--- src/rtl/rtcb_pkg.sv ---
package rtcb_pkg;

  localparam int ADDR_BITS = 4;
  localparam int DATA_BITS = 8;

  typedef enum logic [1:0] {
    OP_WRITE   = 2'b00,
    OP_READ    = 2'b01,
    OP_CMD     = 2'b10,
    OP_CMD_ALT = 2'b11
  } rtcb_op_e;

  typedef enum logic [2:0] {
    BP_IDLE,
    BP_GAP,
    BP_SEL,
    BP_STB,
    BP_HOLD,
    BP_REL
  } rtcb_phase_e;

  typedef enum logic [2:0] {
    SQ_INIT,
    SQ_IDLE,
    SQ_ADDR,
    SQ_WDAT,
    SQ_RDAT
  } rtcb_seq_e;

endpackage

--- src/rtl/rtcb_delay.sv ---
module rtcb_delay #(
  parameter int W = 4
) (
  input  logic         clk,
  input  logic         rst_n,
  input  logic         load,
  input  logic [W-1:0] load_val,
  output logic         zero
);

  logic [W-1:0] cnt_q, cnt_d;
  logic         cnt_en;

  assign zero   = (cnt_q == '0);
  assign cnt_en = load || !zero;

  always_comb begin
    if (load) cnt_d = load_val;
    else      cnt_d = cnt_q - 1'b1;
  end

  always_ff @(posedge clk or negedge rst_n) begin
    if (!rst_n)      cnt_q <= '0;
    else if (cnt_en) cnt_q <= cnt_d;
  end

endmodule

--- src/rtl/rtcb_bitcyc.sv ---
module rtcb_bitcyc
  import rtcb_pkg::*;
#(
  parameter int STB_CYC = 4,
  parameter int GAP_CYC = 4
) (
  input  logic clk,
  input  logic rst_n,
  input  logic start,
  input  logic is_read,
  input  logic wbit,
  input  logic data_i,
  output logic eng_idle,
  output logic bit_done,
  output logic sample_valid,
  output logic sample_bit,
  output logic cs_n,
  output logic wr_n,
  output logic rd_n,
  output logic data_o,
  output logic data_oe
);

  localparam int MAXC = (STB_CYC > GAP_CYC) ? STB_CYC : GAP_CYC;
  localparam int CW   = $clog2(MAXC + 1);
  localparam logic [CW-1:0] STB_LD = CW'(STB_CYC - 1);
  localparam logic [CW-1:0] GAP_LD = CW'(GAP_CYC - 1);

  rtcb_phase_e ph_q, ph_d;
  logic        mode_rd_q, bit_q;
  logic        tmr_load, tmr_zero;
  logic [CW-1:0] tmr_val;
  logic        cap_en;

  rtcb_delay #(.W(CW)) u_delay (
    .clk      (clk),
    .rst_n    (rst_n),
    .load     (tmr_load),
    .load_val (tmr_val),
    .zero     (tmr_zero)
  );

  always_comb begin
    ph_d     = ph_q;
    tmr_load = 1'b0;
    tmr_val  = GAP_LD;
    cap_en   = 1'b0;
    case (ph_q)
      BP_IDLE: if (start) begin
        ph_d     = BP_GAP;
        tmr_load = 1'b1;
        tmr_val  = GAP_LD;
        cap_en   = 1'b1;
      end
      BP_GAP: if (tmr_zero) ph_d = BP_SEL;
      BP_SEL: begin
        ph_d     = BP_STB;
        tmr_load = 1'b1;
        tmr_val  = STB_LD;
      end
      BP_STB: if (tmr_zero) begin
        if (mode_rd_q) begin
          ph_d     = BP_HOLD;
          tmr_load = 1'b1;
          tmr_val  = STB_LD;
        end else begin
          ph_d = BP_REL;
        end
      end
      BP_HOLD: if (tmr_zero) ph_d = BP_REL;
      BP_REL:  ph_d = BP_IDLE;
      default: ph_d = BP_IDLE;
    endcase
  end

  always_ff @(posedge clk or negedge rst_n) begin
    if (!rst_n) ph_q <= BP_IDLE;
    else        ph_q <= ph_d;
  end

  always_ff @(posedge clk or negedge rst_n) begin
    if (!rst_n) begin
      mode_rd_q <= 1'b1;
      bit_q     <= 1'b1;
    end else if (cap_en) begin
      mode_rd_q <= is_read;
      bit_q     <= wbit;
    end
  end

  assign eng_idle     = (ph_q == BP_IDLE);
  assign bit_done     = (ph_q == BP_REL);
  assign sample_valid = (ph_q == BP_STB) && tmr_zero && mode_rd_q;
  assign sample_bit   = data_i;
  assign cs_n         = !((ph_q == BP_SEL) || (ph_q == BP_STB) ||
                          (ph_q == BP_HOLD) || (ph_q == BP_REL));
  assign wr_n         = !((ph_q == BP_STB) && !mode_rd_q);
  assign rd_n         = !(((ph_q == BP_STB) || (ph_q == BP_HOLD)) && mode_rd_q);
  assign data_oe      = ((ph_q == BP_SEL) || (ph_q == BP_STB) || (ph_q == BP_REL)) && !mode_rd_q;
  assign data_o       = data_oe ? bit_q : 1'b1;

endmodule

--- src/rtl/rtcb_seq.sv ---
module rtcb_seq
  import rtcb_pkg::*;
#(
  parameter int INIT_READS = 8
) (
  input  logic                 clk,
  input  logic                 rst_n,
  input  logic                 req_valid,
  output logic                 req_ready,
  input  logic [ADDR_BITS-1:0] req_addr,
  input  logic [DATA_BITS-1:0] req_data,
  input  logic [1:0]           req_op,
  output logic [DATA_BITS-1:0] rd_data,
  output logic                 done,
  input  logic                 eng_idle,
  input  logic                 bit_done,
  input  logic                 sample_valid,
  input  logic                 sample_bit,
  output logic                 bit_start,
  output logic                 bit_read,
  output logic                 bit_val
);

  localparam int MAXB = (INIT_READS > DATA_BITS) ? INIT_READS : DATA_BITS;
  localparam int IDXW = $clog2(MAXB);
  localparam logic [IDXW-1:0] INIT_LAST = IDXW'(INIT_READS - 1);
  localparam logic [IDXW-1:0] ADDR_LAST = IDXW'(ADDR_BITS - 1);
  localparam logic [IDXW-1:0] DATA_LAST = IDXW'(DATA_BITS - 1);

  rtcb_seq_e             st_q, st_d;
  logic [IDXW-1:0]       idx_q, idx_d;
  logic [ADDR_BITS-1:0]  addr_q;
  logic [DATA_BITS-1:0]  wdat_q, rsh_q, rdat_q;
  rtcb_op_e              op_q;
  logic                  done_q, done_d;
  logic                  accept, capture_rd, shift_en;

  assign accept   = req_valid && (st_q == SQ_IDLE);
  assign shift_en = sample_valid && (st_q == SQ_RDAT);

  always_comb begin
    st_d       = st_q;
    idx_d      = idx_q;
    done_d     = 1'b0;
    capture_rd = 1'b0;
    case (st_q)
      SQ_INIT: if (bit_done) begin
        if (idx_q == INIT_LAST) begin
          st_d  = SQ_IDLE;
          idx_d = '0;
        end else begin
          idx_d = idx_q + 1'b1;
        end
      end
      SQ_IDLE: if (req_valid) begin
        st_d  = SQ_ADDR;
        idx_d = '0;
      end
      SQ_ADDR: if (bit_done) begin
        if (idx_q == ADDR_LAST) begin
          idx_d = '0;
          case (op_q)
            OP_WRITE: st_d = SQ_WDAT;
            OP_READ:  st_d = SQ_RDAT;
            default: begin
              st_d   = SQ_IDLE;
              done_d = 1'b1;
            end
          endcase
        end else begin
          idx_d = idx_q + 1'b1;
        end
      end
      SQ_WDAT: if (bit_done) begin
        if (idx_q == DATA_LAST) begin
          st_d   = SQ_IDLE;
          idx_d  = '0;
          done_d = 1'b1;
        end else begin
          idx_d = idx_q + 1'b1;
        end
      end
      SQ_RDAT: if (bit_done) begin
        if (idx_q == DATA_LAST) begin
          st_d       = SQ_IDLE;
          idx_d      = '0;
          done_d     = 1'b1;
          capture_rd = 1'b1;
        end else begin
          idx_d = idx_q + 1'b1;
        end
      end
      default: st_d = SQ_IDLE;
    endcase
  end

  always_ff @(posedge clk or negedge rst_n) begin
    if (!rst_n) begin
      st_q   <= SQ_INIT;
      idx_q  <= '0;
      done_q <= 1'b0;
    end else begin
      st_q   <= st_d;
      idx_q  <= idx_d;
      done_q <= done_d;
    end
  end

  always_ff @(posedge clk or negedge rst_n) begin
    if (!rst_n) begin
      addr_q <= '0;
      wdat_q <= '0;
      op_q   <= OP_WRITE;
    end else if (accept) begin
      addr_q <= req_addr;
      wdat_q <= req_data;
      op_q   <= rtcb_op_e'(req_op);
    end
  end

  always_ff @(posedge clk or negedge rst_n) begin
    if (!rst_n)        rsh_q <= '0;
    else if (shift_en) rsh_q <= {sample_bit, rsh_q[DATA_BITS-1:1]};
  end

  always_ff @(posedge clk or negedge rst_n) begin
    if (!rst_n)          rdat_q <= '0;
    else if (capture_rd) rdat_q <= rsh_q;
  end

  assign req_ready = (st_q == SQ_IDLE);
  assign done      = done_q;
  assign rd_data   = rdat_q;
  assign bit_start = (st_q != SQ_IDLE) && eng_idle;
  assign bit_read  = (st_q == SQ_INIT) || (st_q == SQ_RDAT);
  assign bit_val   = (st_q == SQ_ADDR) ? addr_q[idx_q[1:0]] : wdat_q[idx_q[2:0]];

endmodule

--- src/rtl/rtcb_master.sv ---
module rtcb_master
  import rtcb_pkg::*;
#(
  parameter int CYC_PER_US = 4,
  parameter int STROBE_US  = 1,
  parameter int GAP_US     = 1,
  parameter int INIT_READS = 8
) (
  input  logic       clk,
  input  logic       rst_n,
  input  logic       req_valid,
  output logic       req_ready,
  input  logic [3:0] req_addr,
  input  logic [7:0] req_data,
  input  logic [1:0] req_op,
  output logic [7:0] rd_data,
  output logic       done,
  output logic       rtc_cs_n,
  output logic       rtc_wr_n,
  output logic       rtc_rd_n,
  output logic       rtc_data_o,
  output logic       rtc_data_oe,
  input  logic       rtc_data_i
);

  localparam int STB_CYC = CYC_PER_US * STROBE_US;
  localparam int GAP_CYC = CYC_PER_US * GAP_US;

  logic [1:0] rst_sync_q;
  logic       rst_int_n;
  logic       eng_idle, bit_done, sample_valid, sample_bit;
  logic       bit_start, bit_read, bit_val;

  always_ff @(posedge clk or negedge rst_n) begin
    if (!rst_n) rst_sync_q <= 2'b00;
    else        rst_sync_q <= {rst_sync_q[0], 1'b1};
  end
  assign rst_int_n = rst_sync_q[1];

  rtcb_seq #(.INIT_READS(INIT_READS)) u_seq (
    .clk          (clk),
    .rst_n        (rst_int_n),
    .req_valid    (req_valid),
    .req_ready    (req_ready),
    .req_addr     (req_addr),
    .req_data     (req_data),
    .req_op       (req_op),
    .rd_data      (rd_data),
    .done         (done),
    .eng_idle     (eng_idle),
    .bit_done     (bit_done),
    .sample_valid (sample_valid),
    .sample_bit   (sample_bit),
    .bit_start    (bit_start),
    .bit_read     (bit_read),
    .bit_val      (bit_val)
  );

  rtcb_bitcyc #(.STB_CYC(STB_CYC), .GAP_CYC(GAP_CYC)) u_bit (
    .clk          (clk),
    .rst_n        (rst_int_n),
    .start        (bit_start),
    .is_read      (bit_read),
    .wbit         (bit_val),
    .data_i       (rtc_data_i),
    .eng_idle     (eng_idle),
    .bit_done     (bit_done),
    .sample_valid (sample_valid),
    .sample_bit   (sample_bit),
    .cs_n         (rtc_cs_n),
    .wr_n         (rtc_wr_n),
    .rd_n         (rtc_rd_n),
    .data_o       (rtc_data_o),
    .data_oe      (rtc_data_oe)
  );

endmodule

--- config.mk ---
export PLATFORM = sky130hd
export DESIGN_NAME = rtcb_master
export DESIGN_NICKNAME = d
export VERILOG_FILES = /design/src/rtl/rtcb_pkg.sv /design/src/rtl/rtcb_delay.sv /design/src/rtl/rtcb_bitcyc.sv /design/src/rtl/rtcb_seq.sv /design/src/rtl/rtcb_master.sv
export SDC_FILE = /design/constraint.sdc
export NUM_CORES = 1
export LEC_CHECK = 0
export ABC_CLOCK_PERIOD_IN_PS = 4100
export BUFFER_PORTS_ARGS = -buffer_cell sky130_fd_sc_hd__clkbuf_2
export CAP_MARGIN = 20
export CORE_ASPECT_RATIO = 0.9
export CORE_MARGIN = 2
export CORE_UTILIZATION = 50
export DETAILED_ROUTE_END_ITERATION = 12
export PLACE_DENSITY = 0.82
export REMOVE_ABC_BUFFERS = 1
export SYNTH_ARGS = -nofsm -noshare
export SYNTH_HDL_FRONTEND = slang
export SYNTH_SLANG_ARGS = --single-unit
--- constraint.sdc ---
create_clock -name clk -period 4.1 [get_ports clk]
set_clock_uncertainty 0.05 [all_clocks]
set_input_delay 0.41 -clock clk [delete_from_list [all_inputs] [get_ports clk]]
set_output_delay 0.41 -clock clk [all_outputs]
set_load 0.05 [all_outputs]
Yosys cells after proc, flatten, opt, wreduce, memory -nomap -nowiden
Cells that the tools add are included.
{"block": "classes", "add_sub_neg": 2, "magnitude_cmp": 2, "n_eq_ne": 22, "mux": 38, "reduce_logical": 31}
{"op": "$mux 3", "count": 15}
{"op": "$pmux 3 s3", "count": 2}
{"op": "$eq 3x2->1 const B", "count": 5}
{"op": "$mux 1", "count": 15}
{"op": "$pmux 3 s5", "count": 1}
{"op": "$eq 3x3->1 const B", "count": 4}
{"op": "$ne 2x1->1 const B", "count": 6}
{"op": "$logic_not 3->1", "count": 3}
{"op": "$logic_and 1x1->1", "count": 8}
{"op": "$reduce_and 4->1", "count": 2}
{"op": "$logic_or 1x1->1", "count": 7}
{"op": "$eq 3x1->1 const B", "count": 2}
{"op": "$ne 2x2->1 const B", "count": 3}
{"op": "$pmux 3 s2", "count": 1}
{"op": "$logic_not 1->1", "count": 5}
{"op": "$reduce_and 5->1", "count": 1}
{"op": "$lt 3x4->1 const B", "count": 1}
{"op": "$reduce_or 2->1", "count": 2}
{"op": "$add 3x1->3 const B", "count": 1}
{"op": "$bmux 1 s3", "count": 1}
{"op": "$lt 2x3->1 const B", "count": 1}
{"op": "$ne 3x1->1 const B", "count": 1}
{"op": "$pmux 1 s3", "count": 1}
{"op": "$reduce_bool 3->1", "count": 1}
{"op": "6 further kinds", "count": 6}
{"block": "word_totals", "register_bits": 47, "inputBits": 18, "output_inout_bits": 15, "word_cells": 108}

Depth between registers and ports, before layout
{"block": "depth", "ltp_word": 6, "ltp_mapped": 8, "depth_no_buf": 7}

By module
Synthesis repeated with hierarchy kept, for this count alone.
{"block": "hier_totals", "cells_unflattened": 219, "area_unflattened_um2": 2334.7}
{"module": "rtcb_seq", "n_inst": 1, "cells_each": 157, "area_per_inst_um2": 1740.4, "seq_area_each_um2": 925.9}
{"module": "rtcb_bitcyc", "n_inst": 1, "cells_each": 38, "area_per_inst_um2": 340.3, "seq_area_each_um2": 127.6}
{"module": "rtcb_delay", "n_inst": 1, "cells_each": 21, "area_per_inst_um2": 200.2, "seq_area_each_um2": 75.1}
{"module": "rtcb_master", "n_inst": 1, "cells_each": 3, "area_per_inst_um2": 53.8, "seq_area_each_um2": 50.0}

Worst setup path before layout
Ideal clock, no wire load.
{"block": "synth_path", "kind": "register to output", "startpoint": "register u_bit.ph_q[1]", "endpoint": "output port rtc_data_o", "arrival_time_ns": 2.035, "t_required_ns": 3.640, "path_slack_ns": 1.605, "stages_incl_launch_ff": 5, "path_buffers": 0, "path_cell_list": "dfrtp_1 inv_1 nand3_1 a21oi_1 nand2b_1"}
{"block": "synth_via", "elab_chain_cells": 5, "word_cells_on_any_way": 7, "classes_between": "3 x eq/ne; 1 x mux; 3 x reduce/logical"}
{"element": "start, declared", "line": "rtcb_bitcyc.sv:29", "rtl": "rtcb_phase_e ph_q, ph_d;"}
{"element": "start signal, assigned", "line": "rtcb_bitcyc.sv:78", "rtl": "else ph_q <= ph_d;"}
{"element": "$eq 3x2->1", "line": "rtcb_bitcyc.sv:99", "rtl": "assign data_oe = ((ph_q == BP_SEL) || (ph_q == BP_STB) || (ph_q == BP_REL)) && !mode_rd_q;"}
{"element": "$logic_or 1x1->1", "line": "rtcb_bitcyc.sv:99"}
{"element": "$logic_or 1x1->1 *", "line": "rtcb_bitcyc.sv:99"}
{"element": "$logic_and 1x1->1 *", "line": "rtcb_bitcyc.sv:99"}
{"element": "net rtc_data_oe", "line": "rtcb_master.sv:22", "rtl": "output logic rtc_data_oe,"}
{"element": "$mux 1 *", "line": "rtcb_bitcyc.sv:100", "rtl": "assign data_o = data_oe ? bit_q : 1'b1;"}
{"element": "end, declared", "line": "rtcb_master.sv:21", "rtl": "output logic rtc_data_o,"}
Mark *: on every way through the listed nets, which the timed path passes. The rest lies on a longest branch.

Final worst setup path
{"block": "layout_path", "startpoint": "register u_bit.ph_q[2]", "endpoint": "output port rtc_wr_n"}
{"block": "layout_via", "elab_chain_cells": 3}
{"element": "$eq 3x2->1", "line": "rtcb_bitcyc.sv:97", "rtl": "assign wr_n = !((ph_q == BP_STB) && !mode_rd_q);"}
{"element": "$logic_and 1x1->1", "line": "rtcb_bitcyc.sv:97"}
{"element": "$logic_not 1->1", "line": "rtcb_bitcyc.sv:97"}
{"element": "end, declared", "line": "rtcb_master.sv:19", "rtl": "output logic rtc_wr_n,"}
Every way passes these cells.

==> flow_summary.ini <==
[cts]
clkSlewWorstSetupHoldPaths_ns = 0.09
hold_buffers = 1
numCtsBuffers = 5
insertion_delay_ns = 0.31
cts_htree_levels = 2
post_cts_resized = 0
tritoncts = built
post_cts_buffers = 0
max-clock-path-buffers = 2
clock-sinks = 47
cts_root_buf = clkbuf_8

[finish]
most-common-layout-cells = dfrtp_1 (44), mux2_2 (32), clkbuf_2 (32)
nets = 239
final_common_cell = dfrtp_1
utilization_pct = 57.69
area_delta_synth_final_pct = 11.54
final_layout_size_suffix_gt1_share_pct = 37.50
n_antenna_cell = 0

[route]
ant_nets = 0
routed_wl_mm = 3.811
vias = 1445
wire_per_inst_microns = 13.71
drtPass1Iterations = 4
via_per_inst = 5.198
drtIter0Drc = 65
drc = 0

[floorplan]
pin_count = 33
fp-row-count = 23
die-height_microns = 68.02
die_w_microns = 75.14
start_util_pct = 51.72
dieArea_sq_um = 5111
core_area_sq_um = 4403

[grt]
grt_usage_pct = 17.75
overflow = 0
grt_max_degree = 46
antenna_found_initial = 0
grt_pass1_wl_mm = 6.672
grt_pass1_vias = 1493

[critical_path]
crit_slowest_cell = dfrtp_1
critical_path_arrival_ns = 1.67
cp-end-kind = primary output
critical_path_class = register to primary output
worstReg2RegEnd = u_seq.wdat_q[3]
crit_buf_inv = 1
r2r_cells = 3
critPathMaxFanout = 9
worst_r2r_startpoint = u_seq.st_q[0]
critPathTopFamily = simple AND/OR/NAND/NOR gates
rrSetupSlack_ns = 2.03
crit_path_start_kind = register
required_ns = 3.64
max_stage_delay_ns = 0.47
cp_cell_sequence = nand2b_4 -> or3b_2 -> clkbuf_2

[synth]
synth_top_cell_area_share_pct = 49.45
ys_top_cells_by_area = dfrtp_1 (49%), mux2_2 (16%), ha_1 (3.3%)
synth_cell_types = 42
synth_top_area_cell = dfrtp_1
ys_ff_latch = 47
yosysWarnings = 0
seq_area_frac_synth_pct = 51.76
synthCells = 185
synth_area_sq_um = 2277
avgSynthCellArea_sq_um = 12.31

[hold_path]
worstHoldStart = req_op[0]
hold_path.class = input pin to register
holdPathStages = 2
hold_end = u_seq.op_q[0]

[power]
power_uw = 766.2
peakVddDrop_v = 0.0002415
p_per_area_nw_per_um2 = 301.6
p_leak_nw = 1.285

[outcome]
status = finished clean

[sta]
rsz0062_at_grt = false
max_freq_mhz = 469.3
tns_ns = 0
max_slew_margin_pct = 37.58
fin_crit_sh_pct = 51.97
fin_crit_ns = 2.131
hold_viol = 0
slew_violations = 0
setup_viol = 0
tightest_slew_ns = 0.9364
fin_ws_ns = 1.969

[placed_design]
preCtsSetupSlack_ns = 2.036
routabilityCongestion = 0.8941
io_buffers = 32
hpwl_mm = 2.739

[run]
drv_cap = 0
[how the worst max path moves through the flow]
stage             startpoint  cells past startpoint              end  slack (ns)
6_report       u_bit.ph_q[2]                      3         rtc_wr_n        1.97
3_3_place_gp   u_seq.st_q[0]                      3  u_seq.wdat_q[7]        2.05
2_1_floorplan  u_bit.ph_q[1]                      4       rtc_data_o        1.60
3_5_place_dp   u_seq.st_q[0]                      3  u_seq.wdat_q[3]        2.04
5_1_grt        u_seq.st_q[0]                      3  u_seq.wdat_q[5]        1.85
4_1_cts        u_bit.ph_q[2]                      3         rtc_wr_n        1.97
[routing by layer]
| metal | routed length (microns) | up-vias | GRT usage (%) |
|---|---|---|---|
| met5 | 0 | - | 0 |
| met4 | 75 | 0 | 8.991 |
| met3 | 200 | 7 | 4.566 |
| met2 | 1691 | 42 | 25.88 |
| met1 | 1842 | 687 | 24.66 |
| li1 | - | 709 | - |
[Yosys cell counts (all sizes together)]
master  number
nand3        2
a31oi        4
nor3b        1
clkbuf       2
ha           6
and2         3
buf          8
xnor2        1
nand4        2
dfrtp       45
or3b         1
nor2b        1
mux4         2
nor3         3
o21a         1
or4          1
inv          7
a32oi        1
o21ai        3
conb         1
nand2       13
a311oi       1
a21boi       2
a21oi        7
o22ai        2
and3b        1
nand3b       1
nor2        12
mux2i        6
xor2         1
a21o         1
or3          1
dfstp        2
nand2b       6
mux2        33
a32o         1
[power by group]
group          switching (mW)  internal (mW)  leakage, nW  total, mW
clock                   0.161          0.123       0.0418      0.284
sequential            0.00847          0.465        0.627      0.473
combinational         0.00258        0.00671        0.616    0.00928
total                   0.172          0.594         1.28      0.766
[state kept, by name, indices dropped and copies added (netlist names)]
name,cells
u_seq.addr_q,4
u_seq.rsh_q,8
u_seq.rd_data,8
u_bit.bit_q,1
u_seq.wdat_q,8
rst_sync_q,2
u_seq.idx_q,3
u_seq.done,1
u_seq.st_q,3
u_bit.ph_q,3
u_bit.mode_rd_q,1
u_seq.op_q,2
u_bit.u_delay.cnt_q,3
[worst reg2reg max path, cell delays in order, from the launching register on]
cell	delay, ns
dfrtp_1	0.57
nor3b_4	0.35
and2_1	0.58
mux2_2	0.41
[stage by stage]
step           hold WS [ns]  cells  area [sq um]
4_1_cts              0.2588    278          2540
3_3_place_gp         0.1471    269          2441
5_1_grt              0.2703    278          2540
3_5_place_dp         0.1509    269          2441
6_report             0.2651    278          2540
2_1_floorplan       0.06441    175          2202
[cell families after synthesis]
logic type                 share of synthesized area, %
AOI/OAI and AO/OA                                 6.373
xor gates and xnor gates                         0.7694
adders and majority gates                         3.297
buffers and inverters                             4.451
DFF                                               51.76
muxes                                             21.10
other                                            0.1647
and+or+nand+nor                                   12.09
[layout make-up]
class | instances | area (sq um)
Multi-Input combinational cell | 121 | 997.2
Fill cell | 374 | 1863
Clock inverter | 2 | 16.27
Sequential cell | 47 | 1180
Tap cell | 62 | 77.57
Clock buffer | 6 | 72.57
Timing Repair Buffer | 33 | 170.2
Inverter | 7 | 26.28
Power figures use the tool's default switching activity.
